===== src/rtl/i2c_event_ctl.sv =====
module i2c_event_ctl #(
  parameter int DATA_W = 8,
  parameter int SYNC_N = 2,
  parameter int SEL_W = 4,
  parameter logic [SEL_W-1:0] DMA_CODE = 4'b1101
) (
  input  logic              clk,
  input  logic              rst_n,
  input  logic              cfg_we,
  input  logic [7:0]        cfg_wdata,
  output logic [7:0]        cfg_q,
  input  logic              ser_clk,
  input  logic              tx_bit,
  input  logic              scl_in,
  input  logic              sda_in,
  input  logic [DATA_W-1:0] rx_shift,
  input  logic [SEL_W-1:0]  dma_sel,
  output logic              scl_o,
  output logic              sda_o,
  output logic              sda_oe,
  output logic              irq_a,
  output logic              irq_b,
  output logic              dma_req,
  output logic              start_det,
  output logic              stop_det,
  output logic [DATA_W-1:0] rx_buf
);
  localparam int CNT_W = $clog2(DATA_W + 2);
  localparam logic [CNT_W-1:0] LAST = CNT_W'(DATA_W);
  localparam logic [CNT_W-1:0] PRE  = CNT_W'(DATA_W - 1);
  localparam logic [CNT_W-1:0] ACKC = CNT_W'(DATA_W + 1);

  logic [7:0]        ctl;
  logic [SYNC_N:0]   scl_sh, sda_sh;
  logic [CNT_W-1:0]  cnt;
  logic              wait_q, arb_q;

  wire mode    = ctl[0];
  wire wait_en = ctl[2];
  wire arb_en  = ctl[3];
  wire init    = ctl[4];
  wire scl_lo  = ctl[5];
  wire sda_off = ctl[6];
  wire cond_en = ctl[7];

  wire scl_s = scl_sh[SYNC_N-1];
  wire scl_p = scl_sh[SYNC_N];
  wire sda_s = sda_sh[SYNC_N-1];
  wire sda_p = sda_sh[SYNC_N];

  wire scl_rise = scl_s & ~scl_p;
  wire scl_fall = ~scl_s & scl_p;
  wire sda_rise = sda_s & ~sda_p;
  wire sda_fall = ~sda_s & sda_p;
  wire scl_high = scl_s & scl_p;

  wire start_c = cond_en & sda_fall & scl_high;
  wire stop_c  = cond_en & sda_rise & scl_high;

  wire rise_last = scl_rise && (cnt == PRE);
  wire fall_last = scl_fall && (cnt == LAST);
  wire rise_ack  = scl_rise && (cnt == LAST);

  wire irq_a_n = mode ? rise_last : (rise_ack & sda_s);
  wire irq_b_n = mode ? fall_last : (rise_ack & ~sda_s);
  wire load_n  = mode ? fall_last : rise_ack;
  wire dma_n   = (dma_sel == DMA_CODE) & (mode ? fall_last : (rise_ack & ~sda_s));

  assign cfg_q  = ctl;
  assign scl_o  = ser_clk & ~scl_lo & ~wait_q;
  assign sda_o  = tx_bit;
  assign sda_oe = ~sda_off & ~arb_q;

  always_ff @(posedge clk or negedge rst_n) begin
    if (!rst_n) begin
      ctl    <= '0;
      scl_sh <= '1;
      sda_sh <= '1;
    end else begin
      if (cfg_we) ctl <= cfg_wdata;
      scl_sh <= {scl_sh[SYNC_N-1:0], scl_in};
      sda_sh <= {sda_sh[SYNC_N-1:0], sda_in};
    end
  end

  always_ff @(posedge clk or negedge rst_n) begin
    if (!rst_n)                         cnt <= '0;
    else if (init || start_c || stop_c) cnt <= '0;
    else if (scl_rise && cnt != ACKC)   cnt <= cnt + 1'b1;
    else if (scl_fall && cnt == ACKC)   cnt <= '0;
  end

  always_ff @(posedge clk or negedge rst_n) begin
    if (!rst_n) begin
      irq_a     <= 1'b0;
      irq_b     <= 1'b0;
      dma_req   <= 1'b0;
      start_det <= 1'b0;
      stop_det  <= 1'b0;
      rx_buf    <= '0;
    end else begin
      irq_a     <= irq_a_n;
      irq_b     <= irq_b_n;
      dma_req   <= dma_n;
      start_det <= start_c;
      stop_det  <= stop_c;
      if (load_n) rx_buf <= rx_shift;
    end
  end

  always_ff @(posedge clk or negedge rst_n) begin
    if (!rst_n) begin
      wait_q <= 1'b0;
      arb_q  <= 1'b0;
    end else begin
      if (!wait_en)       wait_q <= 1'b0;
      else if (fall_last) wait_q <= 1'b1;
      if (!arb_en)                               arb_q <= 1'b0;
      else if (scl_rise && tx_bit && !sda_s)     arb_q <= 1'b1;
    end
  end

  p_irq_a_pulse_r13: assert property (@(posedge clk) disable iff (!rst_n) irq_a |=> !irq_a);
  p_irq_b_pulse_r13: assert property (@(posedge clk) disable iff (!rst_n) irq_b |=> !irq_b);
  p_irq_excl_r3: assert property (@(posedge clk) disable iff (!rst_n) !(irq_a && irq_b));
  p_dma_sel_r5: assert property (@(posedge clk) disable iff (!rst_n)
    dma_req |-> $past(dma_sel) == DMA_CODE);
  p_cnt_range_r9: assert property (@(posedge clk) disable iff (!rst_n) cnt <= ACKC);
  p_start_clear_r9: assert property (@(posedge clk) disable iff (!rst_n) start_det |-> cnt == '0);
  p_init_hold_r10: assert property (@(posedge clk) disable iff (!rst_n) init |=> cnt == '0);
endmodule


===== config.mk =====
export PLATFORM = sky130hd
export DESIGN_NAME = i2c_event_ctl
export DESIGN_NICKNAME = d
export VERILOG_FILES = /design/src/rtl/i2c_event_ctl.sv
export SDC_FILE = /design/constraint.sdc
export NUM_CORES = 1
export LEC_CHECK = 0
export BUFFER_PORTS_ARGS = -buffer_cell sky130_fd_sc_hd__buf_4
export CAP_MARGIN = 10
export CORE_ASPECT_RATIO = 1.2
export CORE_MARGIN = 2
export CORE_UTILIZATION = 43
export DETAILED_ROUTE_END_ITERATION = 16
export GPL_ROUTABILITY_DRIVEN = 1
export HOLD_SLACK_MARGIN = 0.05
export MAX_ROUTING_LAYER = met4
export PLACE_DENSITY = 0.85
export SLEW_MARGIN = 25
export SYNTH_ARGS = -nofsm -noshare
export SYNTH_HDL_FRONTEND = slang
export SYNTH_SLANG_ARGS = --single-unit

===== constraint.sdc =====
create_clock -name clk -period 1.78 [get_ports clk]
set_clock_uncertainty 0.15 [all_clocks]
set_input_delay 0.356 -clock clk [delete_from_list [all_inputs] [get_ports clk]]
set_output_delay 0.356 -clock clk [all_outputs]
set_load 0.01 [all_outputs]

==> results of run 1 <==
## power breakdown
group          switching [mW]  leakage [nW]  internal, mW
combinational          0.0935         0.445         0.133
sequential             0.0387         0.400         0.796
clock                   0.254        0.0455         0.335
total                   0.386         0.891          1.26
## flip-flops by register name, indices dropped and copies added (netlist names)
signal and flops:
cfg_q 8, rx_buf 8, cnt 4, scl_sh 3, sda_sh 3, arb_q 1, dma_req 1, irq_a 1
irq_b 1, start_det 1, stop_det 1, wait_q 1
## per-layer routing
layer	wire length (µm)	track usage	vias up
met5	0	-	-
met4	71	0.0714	0
li1	-	-	489
met3	176	0.0524	9
met1	1210	0.212	518
met2	1670	0.341	45
## cells by family after synthesis
logic type               Yosys count  share of synthesized area
AO/OA/AOI/OAI                     14                     0.0680
XOR/XNOR                           1                    0.00627
adder cells (fa/ha/maj)            3                     0.0269
buffers and inverters              6                     0.0215
flip-flops                        33                      0.596
multiplexers                      17                      0.136
AND/OR/NAND/NOR                   29                      0.145
## layout by cell type, fill, tap and decap left out
| master | n |
|---|---|
| dfrtp_1 | 26 |
| nand3b_1 | 2 |
| nor3_1 | 1 |
| a211oi_1 | 1 |
| and3b_1 | 1 |
| bufinv_16 | 1 |
| ha_1 | 3 |
| nand3b_2 | 1 |
| clkbuf_8 | 1 |
| and3b_4 | 1 |
| a21oi_1 | 5 |
| nor3b_1 | 5 |
| nand4b_1 | 3 |
| o21a_1 | 2 |
| dfstp_2 | 6 |
| inv_1 | 3 |
| o21bai_1 | 1 |
| a2111oi_1 | 1 |
| nor4_1 | 1 |
| dfrtp_2 | 1 |
| mux2i_1 | 1 |
| nand4_1 | 1 |
| mux2_2 | 16 |
| clkbuf_4 | 5 |
| nor2b_1 | 1 |
| xnor2_1 | 1 |
| o21ai_0 | 3 |
| dlygate4sd3_1 | 3 |
| nor2_1 | 5 |
| o21ai_4 | 1 |
| nor3b_2 | 1 |
| clkbuf_1 | 1 |
| nand3_1 | 1 |
| buf_4 | 53 |
| and3_1 | 1 |
| nand2b_1 | 4 |
## worst max path at each step
stage                     end  startpoint  cells after the start  slack (ns)
CTS                 rx_buf[4]      cnt[0]                      5        0.01
detailed placement  rx_buf[6]      cnt[0]                      5        0.04
finish              rx_buf[3]      cnt[0]                      5        0.07
global route        rx_buf[4]      cnt[1]                      5      -0.002
global placement    rx_buf[3]      cnt[0]                      5        0.13
floorplan           rx_buf[0]   scl_sh[1]                      4        0.07
## timing repair
action / CTS / global route
resized for setup: 0 / 2
hold buffers: 3 / 0
buffers inserted: 0 / 2
hold endpoints to repair: 29 / 0
setup endpoints to repair: 0 / 9
## through the flow
| stage | total power [mW] | setup TNS (ns) | hold WS, ns |
|---|---|---|---|
| 2_1_floorplan | 0.931 | 0 | -0.0896 |
| 4_1_cts | 1.66 | 0 | 0.0649 |
| 5_1_grt | 1.71 | -0.00223 | 0.0681 |
| 3_5_place_dp | 1.06 | 0 | 0.165 |
| 6_report | 1.65 | 0 | 0.0825 |
| 3_3_place_gp | 1.05 | 0 | 0.155 |
## final cells by class
cell class | instances | area [µm²]
inverter | 3 | 11.3
clock inverter | 1 | 30.0
sequential | 33 | 835
fill | 231 | 1140
timing repair buffer | 56 | 428
multi-input combinational | 64 | 536
clock buffer | 7 | 55.1
tap | 36 | 45.0
==> flow_metrics.py, run 1 <==
metrics = {
    "outcome": {
        "status": "completed",
    },
    "worst_hold_path": {
        "min_to": "rx_buf[1]",
        "hold_path.class": "input pin to flop",
        "min_path_cells": 2,
        "hold_start": "rx_shift[1]",
    },
    "synth": {
        "syn-cell-area_mm2": 0.00140,
        "yosys-top-cells-area": "dfrtp_1, mux2_2, dfstp_2, ha_1, nor3b_1",
        "ys_types": 31,
        "syn_nets": 133,
        "seq_area_frac_synth": 0.596,
        "ys.flop_type": "dfrtp_1",
        "synth_edf_count": 0,
        "synth_cells": 103,
        "synth_top_area_share": 0.483,
        "ys_async_sr_fraction": 1.00,
        "yosysMostFrequentCell": "dfrtp_1",
        "ys.warnings.count": 0,
        "avgSynthCellArea_um2": 13.6,
        "synth.largest_area_cell": "dfrtp_1",
        "synth-seq-cells": 33,
        "synth_common_cells": "dfrtp_1, mux2_2, dfstp_2",
    },
    "setup_path": {
        "arrival_ns": 1.78,
        "r2r-start": "cnt[0]",
        "ff2ff_setup_slack_ns": 0.07,
        "start_kind": "flop",
        "cpPeakStageDelay_ns": 0.43,
        "worst-path-max-fanout": 8,
        "worstSetupPathType": "flop to flop",
        "crit_slowest_cell": "dfrtp_2",
        "reg2reg_depth": 5,
        "worstReg2RegEnd": "rx_buf[3]",
        "worst-path-buf-inv": 1,
        "cp_cell_sequence": "inv_1 -> ha_1 -> and3b_1 -> o21ai_4 -> mux2_2",
        "cp_top_family": "flip-flops",
        "required_ns": 1.85,
        "crit_path_end_kind": "flop",
    },
    "layout": {
        "nets": 193,
        "area.growth.synth_to_final_pct": 38.8,
        "postLayoutCoreUtil": 0.629,
        "n_antenna_cell": 0,
        "drive_above_1_share": 0.530,
        "stdcell_area_mm2": 0.00194,
        "stdcell_count": 200,
    },
    "route": {
        "drc": 0,
        "vias": 1061,
        "wirelength_um": 3130,
        "viasPerCell": 5.31,
        "drt-initial-drc-count": 23,
        "wl_per_cell_um": 15.7,
        "drtPass1Iterations": 4,
        "detail-route-antenna-nets": 0,
    },
    "floorplanning": {
        "die_h_um": 66.5,
        "coreArea_mm2": 0.00308,
        "io_pins": 51,
        "die_x_um": 56.0,
        "rows": 22,
        "fp.dieArea_mm2": 0.00372,
        "initial_utilization": 0.453,
    },
    "clock_network": {
        "clk_pin_slew_ns": 0.11,
        "cts_made_buffers": 5,
        "clock_path_buffers": 2,
        "clockRootBuffer": "clkbuf_4",
        "cts_tree": "built",
        "htree_levels": 2,
        "insertion_delay_ns": 0.35,
        "cts_sinks": 33,
    },
    "global_route": {
        "grt_usage": 0.194,
        "grt.overflow.total": 0,
        "antenna_found_initial": 0,
        "grt_pass1_wl_um": 5290,
        "grt_pass1_vias": 1103,
        "grt_max_degree": 34,
    },
    "placement": {
        "place_ws_ns": 0.0432,
        "place_hpwl_um": 2110,
        "dp.cells": 187,
        "numPortBuffers": 50,
        "placed_area_mm2": 0.00181,
        "place_congestion": 0.819,
    },
    "power": {
        "max-vdd-ir-drop_mv": 1.14,
        "leakagePower_nw": 0.891,
        "power.density_mw_per_mm2": 851,
    },
    "sta": {
        "max_freq_mhz": 584,
        "tightest_slew_ns": 0.396,
        "post-route-min-period_ns": 1.71,
        "hold_viol_final": 0,
        "relSlewSlack": 0.736,
        "worst_slack_ns": 0.0673,
        "final_max_slew_viol_count": 0,
        "setup_violations": 0,
        "post-route-period-util": 0.962,
    },
    "job": {
        "max_cap_violations": 0,
    },
}
(Power assumes the default switching activity.)
==> inputs of run 2 (changes only) <==
==> constraint.sdc (replaced) <==
create_clock -name clk -period 1.78 [get_ports clk]
set_clock_uncertainty 0.15 [all_clocks]
set_input_delay 0.089 -clock clk [delete_from_list [all_inputs] [get_ports clk]]
set_output_delay 0.089 -clock clk [all_outputs]
set_load 0.01 [all_outputs]
==> flow_metrics.py, run 2 (synthesized netlist as in run 1, its figures left out) <==
metrics = {
    "floorplanning": {
        "die_x_um": 56.0,
        "fp.dieArea_mm2": 0.00372,
        "rows": 22,
        "die_h_um": 66.5,
        "initial_utilization": 0.453,
        "coreArea_mm2": 0.00308,
        "io_pins": 51,
    },
    "sta": {
        "max_freq_mhz": 569,
        "hold_viol_final": 0,
        "relSlewSlack": 0.413,
        "worst_slack_ns": 0.0217,
        "final.setup.tns_ns": 0,
        "final_max_slew_viol_count": 0,
        "post-route-period-util": 0.988,
        "tightest_slew_ns": 0.880,
        "rsz0062_at_grt": "true",
        "post-route-min-period_ns": 1.76,
        "setup_violations": 0,
    },
    "outcome": {
        "status": "completed",
    },
    "power": {
        "max-vdd-ir-drop_mv": 1.04,
        "switching_share": 0.262,
        "leakagePower_nw": 1.03,
        "internal_power_mw": 1.32,
        "power.density_mw_per_mm2": 796,
        "p_switching_mw": 0.468,
        "power.share.sequential": 0.472,
        "power_frac_clock": 0.352,
        "combinationalPowerShare": 0.176,
        "power.total_mw": 1.79,
    },
    "route": {
        "drc": 0,
        "drt-initial-drc-count": 56,
        "viasPerCell": 5.54,
        "detail-route-antenna-nets": 0,
        "wirelength_um": 4800,
        "drtPass1Iterations": 4,
        "vias": 1268,
        "wl_per_cell_um": 20.9,
    },
    "setup_path": {
        "crit_path_end_kind": "flop",
        "start_kind": "flop",
        "cp_top_family": "flip-flops",
        "worst-path-buf-inv": 1,
        "worst-path-max-fanout": 8,
        "crit_slowest_cell": "dfrtp_1",
        "cp_cell_sequence": "inv_1 -> ha_1 -> and3b_2 -> o21ai_4 -> mux2_2",
        "worstSetupPathType": "flop to flop",
        "required_ns": 1.87,
        "arrival_ns": 1.85,
        "cpPeakStageDelay_ns": 0.41,
    },
    "layout": {
        "stdcell_area_mm2": 0.00225,
        "final_cell_mix": "buf_4, dlygate4sd3_1, dfrtp_1, mux2_2, dfstp_2",
        "n_antenna_cell": 0,
        "stdcell_count": 229,
        "drive_above_1_share": 0.456,
        "num-fill-cells": 182,
        "mostFrequentLayoutCell": "buf_4",
        "nets": 222,
        "area.growth.synth_to_final_pct": 60.8,
    },
    "global_route": {
        "grt.overflow.total": 0,
        "grt_pass1_wl_um": 7540,
        "grt_pass1_vias": 1396,
        "grt_max_degree": 20,
        "antenna_found_initial": 0,
        "grt_usage": 0.287,
    },
    "job": {
        "max_cap_violations": 0,
    },
    "placement": {
        "numPortBuffers": 50,
        "dp.cells": 187,
        "placed_area_mm2": 0.00181,
        "place_hpwl_um": 2110,
        "place_congestion": 0.819,
        "place_ws_ns": 0.0432,
    },
    "clock_network": {
        "clk_pin_slew_ns": 0.11,
        "clock_path_buffers": 2,
        "htree_levels": 2,
        "clockRootBuffer": "clkbuf_4",
        "cts_sinks": 33,
        "cts_made_buffers": 5,
        "insertion_delay_ns": 0.36,
        "cts_tree": "built",
    },
    "worst_hold_path": {
        "hold_path.class": "input pin to asynchronous set/reset pin",
    },
}
## run 2: path summary, 6_finish.rpt
kind | start | end | slack (ns) | cells past startpoint
hold reg to reg | scl_sh[0] | scl_sh[1] | 0.22 | 0
hold / removal | rst_n | scl_sh[0] | 0.11 | 2
max in group asynchronous | rst_n | cnt[0] | 0.40 | 3
setup reg to reg | cnt[1] | rx_buf[1] | 0.02 | 5
setup / recovery | cnt[1] | rx_buf[1] | 0.02 | 5
min in group clk | sda_in | sda_sh[0] | 0.22 | 2
## run 2: metal layers
layer | wire, µm | GRT usage | share of wire
met5 | 0 | - | 0
met3 | 318 | 0.0583 | 0.066
met4 | 245 | 0.134 | 0.051
met2 | 2510 | 0.490 | 0.52
met1 | 1720 | 0.326 | 0.36
## run 2: stage by stage
step / hold slack, ns / utilization
2_1_floorplan: -0.357 / -
5_1_grt: 0.0976 / 0.729
4_1_cts: 0.0838 / 0.718
3_5_place_dp: -0.102 / 0.586
3_3_place_gp: -0.112 / 0.586
6_report: 0.107 / 0.729
## run 2: final cells by class
class / count / area, µm² / share of cell area
multi-input cells: 64 / 547 / 0.243
repair buffers: 85 / 724 / 0.322
flip-flops and latches: 33 / 835 / 0.371
clock inverters: 1 / 30.0 / 0.0134
inverters: 3 / 11.3 / 0.00501
clock buffers: 7 / 55.1 / 0.0245
well taps: 36 / 45.0 / 0.0200
## run 2: worst reg2reg max path, delay by kind of cell (launching register included)
| kind | cells | cell delay [ns] |
|---|---|---|
| AO/OA/AOI/OAI | 1 | 0.14 |
| flip-flops | 1 | 0.41 |
| buffers and inverters | 1 | 0.10 |
| AND/OR/NAND/NOR | 1 | 0.25 |
| multiplexers | 1 | 0.39 |
| adder cells (fa/ha/maj) | 1 | 0.21 |
## run 2: power groups by stage
stage	Sequential, mW	Combinational (mW)	Clock [mW]
global placement	0.844	0.206	0
global route	0.850	0.335	0.673
CTS	0.834	0.282	0.604
finish	0.845	0.315	0.630
detailed placement	0.848	0.214	0
floorplan	0.853	0.0780	0
## run 2: what timing repair did
action	CTS	global route
hold endpoints to repair	53	0
hold buffers	32	0
setup buffers	0	2
setup endpoints to repair	0	28
resized for setup	0	7
==> inputs of run 3 (changes only) <==
--- a/config.mk
+++ b/config.mk
@@ -5,16 +5,17 @@
 export SDC_FILE = /design/constraint.sdc
 export NUM_CORES = 1
 export LEC_CHECK = 0
+export ABC_AREA = 1
 export BUFFER_PORTS_ARGS = -buffer_cell sky130_fd_sc_hd__buf_4
 export CAP_MARGIN = 10
 export CORE_ASPECT_RATIO = 1.2
 export CORE_MARGIN = 2
-export CORE_UTILIZATION = 43
+export CORE_UTILIZATION = 44
 export DETAILED_ROUTE_END_ITERATION = 16
 export GPL_ROUTABILITY_DRIVEN = 1
 export HOLD_SLACK_MARGIN = 0.05
 export MAX_ROUTING_LAYER = met4
-export PLACE_DENSITY = 0.85
+export PLACE_DENSITY = 0.86
 export SLEW_MARGIN = 25
 export SYNTH_ARGS = -nofsm -noshare
 export SYNTH_HDL_FRONTEND = slang
==> constraint.sdc (replaced) <==
create_clock -name clk -period 1.78 [get_ports clk]
set_clock_uncertainty 0.15 [all_clocks]
set_input_delay 0 -clock clk [delete_from_list [all_inputs] [get_ports clk]]
set_output_delay 0 -clock clk [all_outputs]
set_load 0.01 [all_outputs]
==> flow_metrics.py, run 3 <==
metrics = {
    "floorplanning": {
        "rows": 22,
        "fp.dieArea_mm2": 0.00377,
        "initial_utilization": 0.466,
        "die_h_um": 66.9,
        "die_x_um": 56.4,
        "coreArea_mm2": 0.00311,
        "io_pins": 51,
    },
    "route": {
        "detail-route-antenna-nets": 0,
        "drtPass1Iterations": 4,
        "drt-initial-drc-count": 30,
        "viasPerCell": 4.96,
        "vias": 1335,
        "wirelength_um": 3740,
        "drc": 0,
        "wl_per_cell_um": 13.9,
    },
    "sta": {
        "final.setup.tns_ns": 0,
        "post-route-period-util": 0.882,
        "tightest_slew_ns": 0.307,
        "rsz0062_at_grt": "false",
        "final_max_slew_viol_count": 0,
        "relSlewSlack": 0.795,
        "hold_viol_final": 0,
        "timing.hold.ws_ns": 0.147,
        "post-route-min-period_ns": 1.57,
        "worst_slack_ns": 0.210,
        "max_freq_mhz": 637,
        "setup_violations": 0,
    },
    "placement": {
        "dp.cells": 227,
        "place_ws_ns": 0.226,
        "place_congestion": 0.866,
        "placed_area_mm2": 0.00185,
        "numPortBuffers": 50,
        "place_hpwl_um": 2180,
    },
    "layout": {
        "final_cell_mix": "buf_4, nand2_1, dlygate4sd3_1, dfrtp_1, nand3_1",
        "stdcell_count": 269,
        "num-fill-cells": 214,
        "area.growth.synth_to_final_pct": 55.3,
        "n_antenna_cell": 0,
        "mostFrequentLayoutCell": "buf_4",
        "drive_above_1_share": 0.373,
        "nets": 262,
        "stdcell_area_mm2": 0.00225,
    },
    "synth": {
        "synth_edf_count": 0,
        "ys.warnings.count": 0,
        "seq_area_frac_synth": 0.575,
        "syn_nets": 174,
        "ys.flop_type": "dfrtp_1",
        "synth_common_cells": "nand2_1, dfrtp_1, nand3_1",
        "synth.largest_area_cell": "dfrtp_1",
        "yosysMostFrequentCell": "nand2_1",
        "syn-cell-area_mm2": 0.00145,
        "synth_top_area_share": 0.466,
        "synth-seq-cells": 33,
        "ys_types": 25,
        "synth_cells": 144,
        "yosys-top-cells-area": "dfrtp_1, dfstp_2, nand2_1, nand3_1, mux2_2",
        "avgSynthCellArea_um2": 10.1,
        "ys_async_sr_fraction": 1.00,
    },
    "clock_network": {
        "cts_made_buffers": 5,
        "cts_tree": "built",
        "clockRootBuffer": "clkbuf_4",
        "clock_path_buffers": 2,
        "htree_levels": 2,
        "cts_sinks": 33,
        "clk_pin_slew_ns": 0.10,
        "insertion_delay_ns": 0.35,
        "post_cts.repair.setup_buffers": 0,
    },
    "global_route": {
        "grt_pass1_wl_um": 6020,
        "grt_usage": 0.220,
        "grt.overflow.total": 0,
        "antenna_found_initial": 0,
        "grt_pass1_vias": 1395,
        "grt_max_degree": 28,
    },
    "setup_path": {
        "crit_path_end_kind": "flop",
        "worstSetupPathType": "flop to flop",
        "arrival_ns": 1.71,
        "r2r-start": "cnt[0]",
        "start_kind": "flop",
        "required_ns": 1.92,
        "worst-path-max-fanout": 11,
        "crit_start": "cnt[0]",
    },
    "worst_hold_path": {
        "hold_path.class": "input pin to flop",
        "hold_start": "sda_in",
    },
    "outcome": {
        "status": "completed",
    },
    "power": {
        "leakagePower_nw": 1.09,
        "max-vdd-ir-drop_mv": 0.604,
        "power.density_mw_per_mm2": 659,
    },
    "job": {
        "max_cap_violations": 0,
    },
}
[run 3: path summary, 6_finish.rpt]
check / end / slack, ns / cells past startpoint
worst max-delay path: rx_buf[3] / 0.21 / 8
worst min-delay path: sda_sh[0] / 0.15 / 2
worst max register to register: rx_buf[3] / 0.21 / 8
worst min register to register: scl_sh[1] / 0.21 / 0
max in group asynchronous: rx_buf[7] / 0.72 / 4
min in group asynchronous: rx_buf[1] / 0.60 / 4
[run 3: cells by family after synthesis]
logic type / share of synthesized area
and+or+nand+nor: 0.274
buffers and inverters: 0.0552
DFF: 0.575
AOI/OAI and AO/OA: 0.0337
muxes: 0.0311
xor gates and xnor gates: 0.00604
adders and majority gates: 0.0259
[run 3: through the flow]
| step | power (mW) | util |
|---|---|---|
| CTS | 1.49 | 0.727 |
| global route | 1.55 | 0.724 |
| finish | 1.48 | 0.724 |
| detailed placement | 1.01 | 0.594 |
| floorplan | 0.896 | - |
| global placement | 1.00 | 0.594 |
[run 3: where the power goes]
group	leakage, nW	switching (mW)	total [mW]	internal, mW
sequential	0.381	0.0280	0.812	0.784
combinational	0.679	0.107	0.256	0.148
clock	0.0310	0.267	0.415	0.149
[run 3: layer usage]
| metal | track usage | part of all wire | vias up |
|---|---|---|---|
| met5 | - | 0 | - |
| li1 | - | - | 635 |
| met2 | 0.415 | 0.56 | 50 |
| met4 | 0.0923 | 0.028 | 0 |
| met1 | 0.205 | 0.35 | 640 |
| met3 | 0.0699 | 0.058 | 10 |
[run 3: worst max-delay path, stage by stage (launching register included)]
cell,delay (ns)
dfrtp_1,0.46
inv_1,0.09
ha_1,0.20
nand3_4,0.11
nor2_4,0.14
nand2_4,0.12
nand2_4,0.14
nand2_1,0.06
nand2_1,0.06
[run 3: what timing repair did]
action                                  4_1_cts  5_1_grt
hold buffers                                 35        1
resized for setup                             0        0
endpoints found under the setup margin        0        2
hold endpoints to repair                     54        2
[run 3: layout make-up]
class / count / area (µm²) / area share
clock inverter: 3 / 17.5 / 0.00778
tap: 36 / 45.0 / 0.0200
sequential: 33 / 833 / 0.370
multi-input combinational: 93 / 537 / 0.238
clock buffer: 5 / 37.5 / 0.0167
timing repair buffer: 84 / 726 / 0.322
inverter: 15 / 56.3 / 0.0250
